===== src/rtl/sdc_pkg.sv =====
// Shared types for the subtractive decode claimer.
package sdc_pkg;

    // Claim sequencer states.
    typedef enum logic [2:0] {
        ST_IDLE    = 3'd0,  // waiting for a start strobe
        ST_DIRECT  = 3'd1,  // claiming off: LPC request this cycle
        ST_WAIT    = 3'd2,  // external decode clocks running
        ST_CLAIM   = 3'd3,  // subtractive window: DEVSEL driven
        ST_STOP    = 3'd4,  // DEVSEL and STOP driven
        ST_RELEASE = 3'd5,  // drives released, LPC request
        ST_EXT     = 3'd6,  // external agent owns the cycle
        ST_DONE    = 3'd7   // external cycle finished
    } sdc_state_e;

endpackage


===== src/rtl/sdc_slot_timer.sv =====
// Decode-slot counter. It counts the external decode clocks after a start.
// Assumes: load and advance are never both high; SUB_SLOT >= 2.
module sdc_slot_timer #(
    parameter int SUB_SLOT = 4,
    localparam int CNT_W = (SUB_SLOT > 2) ? $clog2(SUB_SLOT) : 1
) (
    input  logic             clk,
    input  logic             rst_n,
    input  logic             load,
    input  logic             advance,
    output logic [CNT_W-1:0] slot,
    output logic             last_slot
);
    localparam logic [CNT_W-1:0] LAST_IDX = CNT_W'(SUB_SLOT - 1);

    logic [CNT_W-1:0] slot_q;

    // Slot index: set to 1 at the start, then stepped once per unclaimed decode clock.
    always_ff @(posedge clk) begin
        if (!rst_n) begin
            slot_q <= '0;
        end else if (load) begin
            slot_q <= CNT_W'(1);
        end else if (advance) begin
            slot_q <= slot_q + CNT_W'(1);
        end
    end

    assign slot      = slot_q;
    assign last_slot = (slot_q == LAST_IDX);


    slot_range_chk: assert property (@(posedge clk) disable iff (!rst_n)
        advance |-> (slot_q < LAST_IDX));

endmodule


===== src/rtl/sdc_claim_fsm.sv =====
// Claim sequencer. It decides between the direct LPC route, waiting for an
// external claim, claiming in the subtractive window, and tracking an
// external cycle to its end.
// Assumes: ext_devsel_n is already synchronous to clk.
module sdc_claim_fsm
    import sdc_pkg::*;
(
    input  logic       clk,
    input  logic       rst_n,
    input  logic       cyc_start,
    input  logic       cyc_is_io,
    input  logic       sub_en,
    input  logic       ext_devsel_n,
    input  logic       last_slot,
    output logic       timer_load,
    output logic       timer_advance,
    output sdc_state_e state,
    output logic       type_io
);
    sdc_state_e state_q, state_d;
    logic       io_q;
    logic       accept;

    assign accept = (state_q == ST_IDLE) && cyc_start;

    // Next-state selection for one tracked cycle.
    always_comb begin
        state_d       = state_q;
        timer_advance = 1'b0;
        unique case (state_q)
            ST_IDLE:    if (cyc_start) state_d = sub_en ? ST_WAIT : ST_DIRECT;
            ST_DIRECT:  state_d = ST_IDLE;
            ST_WAIT: begin
                if (!ext_devsel_n) begin
                    state_d = ST_EXT;
                end else if (last_slot) begin
                    state_d = ST_CLAIM;
                end else begin
                    timer_advance = 1'b1;
                end
            end
            ST_CLAIM:   state_d = ST_STOP;
            ST_STOP:    state_d = ST_RELEASE;
            ST_RELEASE: state_d = ST_IDLE;
            ST_EXT:     if (ext_devsel_n) state_d = ST_DONE;
            ST_DONE:    state_d = ST_IDLE;
            default:    state_d = ST_IDLE;
        endcase
    end

    assign timer_load = accept && sub_en;

    // State register.
    always_ff @(posedge clk) begin
        if (!rst_n) state_q <= ST_IDLE;
        else        state_q <= state_d;
    end

    // Cycle type capture, only on an accepted start.
    always_ff @(posedge clk) begin
        if (!rst_n)      io_q <= 1'b0;
        else if (accept) io_q <= cyc_is_io;
    end

    assign state   = state_q;
    assign type_io = io_q;


    type_hold_chk: assert property (@(posedge clk) disable iff (!rst_n)
        (state_q != ST_IDLE) |=> $stable(io_q));


    ext_wins_chk: assert property (@(posedge clk) disable iff (!rst_n)
        (state_q == ST_WAIT && !ext_devsel_n) |=> (state_q == ST_EXT));


    late_claim_chk: assert property (@(posedge clk) disable iff (!rst_n)
        (state_q == ST_CLAIM) |-> ($past(state_q) == ST_WAIT && $past(ext_devsel_n)));


    stop_one_chk: assert property (@(posedge clk) disable iff (!rst_n)
        (state_q == ST_STOP) |=> (state_q == ST_RELEASE));


    direct_src_chk: assert property (@(posedge clk) disable iff (!rst_n)
        (state_q == ST_DIRECT) |-> ($past(state_q) == ST_IDLE && !$past(sub_en)));

endmodule


===== src/rtl/sdc_pin_drive.sv =====
// Output decode. It turns the sequencer state into bus drives and pulses.
// Assumes: the state changes only on clk edges, so outputs are stable within a cycle.
module sdc_pin_drive
    import sdc_pkg::*;
(
    input  logic       clk,
    input  logic       rst_n,
    input  sdc_state_e state,
    input  logic       type_io,
    output logic       devsel_n_o,
    output logic       stop_n_o,
    output logic       lpc_route,
    output logic       lpc_is_io,
    output logic       pci_done
);
    // Drive decode from the current state.
    always_comb begin
        devsel_n_o = !(state == ST_CLAIM || state == ST_STOP);
        stop_n_o   = !(state == ST_STOP);
        lpc_route  = (state == ST_DIRECT) || (state == ST_RELEASE);
        pci_done   = (state == ST_DONE);
        lpc_is_io  = type_io;
    end


    stop_needs_devsel_chk: assert property (@(posedge clk) disable iff (!rst_n)
        !stop_n_o |-> !devsel_n_o);


    excl_pulse_chk: assert property (@(posedge clk) disable iff (!rst_n)
        !(lpc_route && pci_done));


    release_route_chk: assert property (@(posedge clk) disable iff (!rst_n)
        $rose(stop_n_o) |-> (lpc_route && devsel_n_o));


    route_single_chk: assert property (@(posedge clk) disable iff (!rst_n)
        lpc_route |=> !lpc_route);

endmodule


===== src/rtl/subtractive_claimer.sv =====
// Subtractive decode claimer, top level. It gives external PCI agents
// SUB_SLOT-1 decode clocks, then claims in the next one, drives STOP and
// requests an LPC reissue. With claiming off, it routes to LPC at once.
// Assumes: one host cycle at a time; inputs synchronous to clk.
module subtractive_claimer #(
    parameter int SUB_SLOT = 4
) (
    input  logic clk,
    input  logic rst_n,
    input  logic cyc_start,
    input  logic cyc_is_io,
    input  logic sub_en,
    input  logic ext_devsel_n,
    output logic devsel_n_o,
    output logic stop_n_o,
    output logic lpc_route,
    output logic lpc_is_io,
    output logic pci_done
);
    import sdc_pkg::*;

    localparam int CNT_W = (SUB_SLOT > 2) ? $clog2(SUB_SLOT) : 1;

    logic             timer_load;
    logic             timer_advance;
    logic             last_slot;
    logic [CNT_W-1:0] slot;
    sdc_state_e       state;
    logic             type_io;

    sdc_slot_timer #(.SUB_SLOT(SUB_SLOT)) u_timer (
        .clk       (clk),
        .rst_n     (rst_n),
        .load      (timer_load),
        .advance   (timer_advance),
        .slot      (slot),
        .last_slot (last_slot)
    );

    sdc_claim_fsm u_fsm (
        .clk           (clk),
        .rst_n         (rst_n),
        .cyc_start     (cyc_start),
        .cyc_is_io     (cyc_is_io),
        .sub_en        (sub_en),
        .ext_devsel_n  (ext_devsel_n),
        .last_slot     (last_slot),
        .timer_load    (timer_load),
        .timer_advance (timer_advance),
        .state         (state),
        .type_io       (type_io)
    );

    sdc_pin_drive u_drive (
        .clk        (clk),
        .rst_n      (rst_n),
        .state      (state),
        .type_io    (type_io),
        .devsel_n_o (devsel_n_o),
        .stop_n_o   (stop_n_o),
        .lpc_route  (lpc_route),
        .lpc_is_io  (lpc_is_io),
        .pci_done   (pci_done)
    );


    window_slot_chk: assert property (@(posedge clk) disable iff (!rst_n)
        (state == ST_WAIT) |-> (slot != '0));

endmodule


===== config.mk =====
export PLATFORM = sky130hd
export DESIGN_NAME = subtractive_claimer
export DESIGN_NICKNAME = d
export VERILOG_FILES = /design/src/rtl/sdc_pkg.sv /design/src/rtl/sdc_slot_timer.sv /design/src/rtl/sdc_claim_fsm.sv /design/src/rtl/sdc_pin_drive.sv /design/src/rtl/subtractive_claimer.sv
export SDC_FILE = /design/constraint.sdc
export NUM_CORES = 1
export LEC_CHECK = 0
export BUFFER_PORTS_ARGS = -buffer_cell sky130_fd_sc_hd__buf_2
export CAP_MARGIN = 20
export CELL_PAD_IN_SITES_DETAIL_PLACEMENT = 1
export CELL_PAD_IN_SITES_GLOBAL_PLACEMENT = 2
export CORE_MARGIN = 3
export CORE_UTILIZATION = 26
export DETAILED_ROUTE_END_ITERATION = 8
export PLACE_DENSITY = 0.72
export SLEW_MARGIN = 20
export SYNTH_ARGS = -nofsm -noshare
export SYNTH_HDL_FRONTEND = slang
export SYNTH_HIERARCHICAL = 1
export SYNTH_SLANG_ARGS = --single-unit

===== constraint.sdc =====
create_clock -name clk -period 2.01 [get_ports clk]
set_clock_uncertainty 0.2 [all_clocks]
set_input_delay 0.1005 -clock clk [delete_from_list [all_inputs] [get_ports clk]]
set_output_delay 0.1005 -clock clk [all_outputs]
set_load 0.02 [all_outputs]

# ---- Word level (Yosys, flattened, before mapping)
# Index checks and enable logic that the tools add are counted.
dict set report word_totals {
  register_bits 6
  output_inout_bits 5
  elab_cells 39
}
dict set report classes {
  add_sub_neg 1
  eq_ne 11
  muxes 11
  bitwise_logic 1
  n_reduce_logical 11
}
# operator n
set ops {}
lappend ops {{$pmux W3 S6} 1}
lappend ops {{$eq A3 B3 Y1 const B} 4}
lappend ops {{$mux W3} 4}
lappend ops {{$eq A3 B2 Y1 const B} 2}
lappend ops {{$mux W1} 5}
lappend ops {{$ne A2 B2 Y1 const B} 2}
lappend ops {{$eq A3 B1 Y1 const B} 1}
lappend ops {{$logic_not A3 Y1} 1}
lappend ops {{$ne A3 B3 Y1 const B} 1}
lappend ops {{$reduce_and A3 Y1} 1}
lappend ops {{$reduce_or A3 Y1} 1}
lappend ops {{$add A2 B1 Y2 const B} 1}
lappend ops {{$eq A2 B2 Y1 const B} 1}
lappend ops {{$logic_and A1 B1 Y1} 2}
lappend ops {{$logic_not A1 Y1} 2}
lappend ops {{$logic_or A1 B1 Y1} 2}
lappend ops {{$mux W2} 1}
lappend ops {{$reduce_bool A2 Y1} 1}
lappend ops {{$reduce_or A2 Y1} 1}
lappend ops {{$not A1 Y1} 1}

# ---- Logic depth before layout (Yosys ltp)
dict set report depth {
  word_depth 6
  mapped_depth 5
}

# ---- By module
# Netlist, hierarchy kept.
# module instances cells_per_inst area_per_inst_um2
set by_module_without_submodules {}
lappend by_module_without_submodules {sdc_claim_fsm 1 25 217.7}
lappend by_module_without_submodules {sdc_slot_timer 1 7 91.3}
lappend by_module_without_submodules {sdc_pin_drive 1 6 43.8}

# ---- Worst setup path after synthesis
# OpenSTA, ideal clock, no wires.
dict set report synth_timing {
  path_type {reg-to-reg}
  startpoint {reg u_timer.slot_q[0], in the netlist u_timer/slot[0]}
  endpoint {reg u_timer.slot_q[1], in the netlist u_timer/slot[1]}
  arrival_time_ns 1.194
  required_time_ns 1.677
  path_slack_ns 0.483
  stages_incl_launch_ff 6
  path_buffers 0
  period_less_slack_ns 1.527
  cell_sequence {dfxtp_1 -> ha_1 -> nand3b_1 -> nor3_1 -> mux2i_1 -> nor3b_2}
}
dict set report synth_via {
  elab_chain_cells 4
  word_cells_on_any_way 5
  cone_classes {add/sub: 1; eq/ne: 1; mux: 3}
}
# element line_no
set synth_lines {}
lappend synth_lines {{from (decl)} sdc_slot_timer.sv:16} ;# logic [CNT_W-1:0] slot_q;
lappend synth_lines {{from (signal assigned)} sdc_slot_timer.sv:25} ;# slot_q <= slot_q + CNT_W'(1);
lappend synth_lines {{$eq A2 B2 Y1} sdc_slot_timer.sv:30} ;# assign last_slot = (slot_q == LAST_IDX);
lappend synth_lines {{net last_slot} subtractive_claimer.sv:26} ;# logic last_slot;
lappend synth_lines {{$mux W1} sdc_claim_fsm.sv:36} ;# end else if (last_slot) begin
lappend synth_lines {{$mux W1} sdc_claim_fsm.sv:34} ;# if (!ext_devsel_n) begin
lappend synth_lines {{$mux W1} sdc_claim_fsm.sv:30} ;# unique case (state_q)
lappend synth_lines {{net timer_advance} subtractive_claimer.sv:25} ;# logic timer_advance;
# The timed path passes the listed nets, and every way through them passes these cells.
# A chain may end at the register's enable or synchronous reset.

# ---- Worst setup path after layout
dict set report layout_timing {
  startpoint {reg u_fsm.state_q[0], in the netlist u_fsm/state[0]}
  endpoint {reg u_fsm.io_q, in the netlist u_fsm/type_io}
}
dict set report layout_via {
  elab_chain_cells 2
}
# element line_no
set layout_lines {}
lappend layout_lines {{from (decl)} sdc_claim_fsm.sv:20} ;# sdc_state_e state_q, state_d;
lappend layout_lines {{from (signal assigned)} sdc_claim_fsm.sv:56} ;# else state_q <= state_d;
lappend layout_lines {{$logic_not A3 Y1} sdc_claim_fsm.sv:24} ;# assign accept = (state_q == ST_IDLE) && cyc_start;
lappend layout_lines {{$logic_and A1 B1 Y1} sdc_claim_fsm.sv:24}
lappend layout_lines {{to (signal assigned)} sdc_claim_fsm.sv:62} ;# else if (accept) io_q <= cyc_is_io;
lappend layout_lines {{to (decl)} sdc_claim_fsm.sv:21} ;# logic io_q;
# Every way passes these cells.

==> flow_summary.json <==
{
  "gp_congestion": 0.7391,
  "yosysWarnings": 6,
  "fin_cells": 68,
  "crit_path_end_kind": "flip-flop",
  "io_buffers": 10,
  "yosys.cell_count.top_type": "dfxtp_1",
  "insertedDiodeCount": 0,
  "layout-drive-gt1-share_pct": 33.33,
  "die_width_um": 42.84,
  "netlist_instances": 38,
  "yosys.area.top_type": "dfxtp_1",
  "drv_cap": 0,
  "ff2ff_path_depth": 4,
  "slew_headroom_pct": 67.09,
  "nNetsFinal": 63,
  "rsz0062_at_grt": "no",
  "yosysSeqAreaShare_pct": 34.04,
  "crit_end": "u_fsm/type_io$_SDFFE_PN0P_",
  "ys_async_sr_fraction_pct": 0,
  "crit_fanout": 10,
  "critical_path_arrival_ns": 1.82,
  "post_cts_buffers": 0,
  "track_usage_pct": 11.22,
  "period_share_pct": 94.36,
  "vias": 345,
  "htreeDepth": 1,
  "place_inst": 60,
  "synth_cell_type_count": 26,
  "setup_violations": 0,
  "rows": 12,
  "synth_fp_nets": 45,
  "core-area_um2": 1186,
  "hold_class": "primary input to flip-flop",
  "cts_resized": 0,
  "slew_violations": 0,
  "hold_path_startpoint": "cyc_start",
  "ff2ff_setup_slack_ns": 0.11,
  "worst_r2r_startpoint": "u_fsm/state[0]$_SDFFE_PN0P_",
  "die_h_um": 42.84,
  "clkLatencyLatePin_ns": 0.24,
  "ys.flop_type": "dfxtp_1",
  "tightest_slew_ns": 0.4892,
  "fin_ws_ns": 0.1135,
  "syn-cell-area_um2": 352.8,
  "avgRoutedWirePerCell_um": 13.29,
  "max_freq_ghz": 0.5273,
  "crit_path_start_kind": "flip-flop",
  "powerDensity_nw_per_um2": 678.2,
  "start_util_pct": 29.75,
  "antenna_found_initial": 0,
  "wl_um": 904,
  "synth_area_per_cell_um2": 9.285,
  "cts_buffer_depth": 2,
  "die_area_um2": 1835,
  "power_leakage_nw": 0.2058,
  "critPathRequiredTime_ns": 1.93,
  "power_mw": 0.3216,
  "area_growth_pct": 34.40,
  "fill_cells": 146,
  "vias_per_cell": 5.074,
  "drtAntennaViolNets": 0,
  "ys_seq_elements": 6,
  "regToRegEndpoint": "u_fsm/type_io$_SDFFE_PN0P_",
  "place_ws_ns": 0.3200,
  "clock_sinks": 6,
  "grt_pass1_wl_um": 1462,
  "ios": 11,
  "grt-ovfl-total": 0,
  "hold-worst-slack_ns": 0.06360,
  "timing.critical_path.from": "u_fsm/state[0]$_SDFFE_PN0P_",
  "synthTopCellsByArea": "dfxtp_1 34%, nor4b_2 4.3%, o21a_1 4.3%",
  "cts_tree": "yes",
  "synth_top_area_share_pct": 34.04,
  "cts-root-buf": "clkbuf_4",
  "first_global_vias": 362,
  "min_period_ns": 1.897,
  "layout.area.seq_um2": 120.1,
  "outcome": "completed",
  "grt_max_degree": 13,
  "clk_pin_slew_ns": 0.04,
  "fin_tns_setup_ns": 0,
  "multi_input_area_um2": 206.4,
  "path_class": "flip-flop to flip-flop",
  "hold_violations": 0,
  "drt_iter0_drc": 9,
  "drc": 0,
  "cts_buffers": 3,
  "whs_path_depth": 3,
  "synth_common_cells": "6 x dfxtp_1, 3 x nand2_1, 3 x nor2_1",
  "max-vdd-ir-drop_uv": 280.6,
  "drtPass1Iterations": 4,
  "synth_edf_count": 0
}
==> cell type report <==
| cell class | instances | area share, % |
|---|---|---|
| Sequential cell | 6 | 25.33 |
| Clock buffer | 3 | 4.749 |
| Multi-Input combinational cell | 28 | 43.54 |
| Tap cell | 14 | 3.694 |
| Timing Repair Buffer | 15 | 21.11 |
| Inverter | 2 | 1.583 |
==> kinds of logic (layout without fill, tap and decap cells) <==
group	count (synthesis)	after routing	share of synthesized area, %
xor+xnor	1	1	2.483
flops	6	6	34.04
mux	1	1	2.837
fa+ha+maj	1	1	3.546
buf+inv	4	20	7.448
simple gates	16	16	30.14
compound gates	9	9	19.50
==> worst min-delay path by stage <==
stage | endpoint | slack, ns
2_1_floorplan | u_timer/slot[0]$_SDFFE_PN0P_ | 0.02
3_3_place_gp | u_fsm/type_io$_SDFFE_PN0P_ | 0.12
3_5_place_dp | u_fsm/type_io$_SDFFE_PN0P_ | 0.12
4_1_cts | u_fsm/state[0]$_SDFFE_PN0P_ | 0.05
5_1_grt | u_fsm/state[0]$_SDFFE_PN0P_ | 0.09
6_report | u_fsm/state[0]$_SDFFE_PN0P_ | 0.06
==> flip-flops by register name, indices dropped and copies added, names as in the netlist <==
name and flops:
u_timer/slot 2, u_fsm/type_io 1, u_fsm/state 3
==> layout by cell type, fill, tap and decap left out <==
| cell type | instances |
|---|---|
| nor4b_2 | 1 |
| and3_2 | 1 |
| dfxtp_1 | 6 |
| a21oi_2 | 1 |
| a31o_1 | 1 |
| xor2_1 | 1 |
| ha_1 | 1 |
| nor3b_2 | 1 |
| a21boi_1 | 1 |
| o21a_1 | 2 |
| o21ai_0 | 1 |
| nand2_1 | 3 |
| buf_2 | 10 |
| nor4_1 | 1 |
| and2b_2 | 1 |
| nor3_1 | 1 |
| nor2_1 | 3 |
| o211ai_1 | 1 |
| inv_1 | 2 |
| clkbuf_4 | 3 |
| or3b_1 | 1 |
| nand3b_1 | 1 |
| a31oi_1 | 1 |
| nand2b_1 | 2 |
| mux2i_1 | 1 |
| dlygate4sd3_1 | 5 |
| a221o_1 | 1 |
==> critical path, stage by stage, from the launching register on <==
cell and delay [ns]:
dfxtp_1 0.39, nor4b_2 0.37, nor2_1 0.09, a31o_1 0.18, dlygate4sd3_1 0.55
==> power breakdown <==
group / leakage, nW / internal (mW) / switching (mW) / total, mW
clock: 0.0138 / 0.0673 / 0.0397 / 0.107
combinational: 0.143 / 0.0369 / 0.0336 / 0.0704
sequential: 0.0492 / 0.129 / 0.0154 / 0.144
total: 0.206 / 0.233 / 0.0886 / 0.322
==> routing by layer <==
metal  GRT usage [%]  vias to the layer above  wire (um)
met5               0                        -          0
met4           9.317                        0         14
met3           5.508                        4         68
met2           17.07                       13        432
met1           11.31                      160        389
li1                -                      168          -
==> repair_timing <==
action | CTS | global route
endpoints found under the setup margin | 0 | 0
endpoints found under the hold margin | 6 | 0
hold buffers | 5 | 0
==> through the flow <==
step / utilization [%] / area, um^2
floorplan: - / 352.8
global placement: 33.86 / 401.6
detailed placement: 33.86 / 401.6
CTS: 39.98 / 474.2
global route: 39.98 / 474.2
finish: 39.98 / 474.2
(Power assumes the default switching activity.)
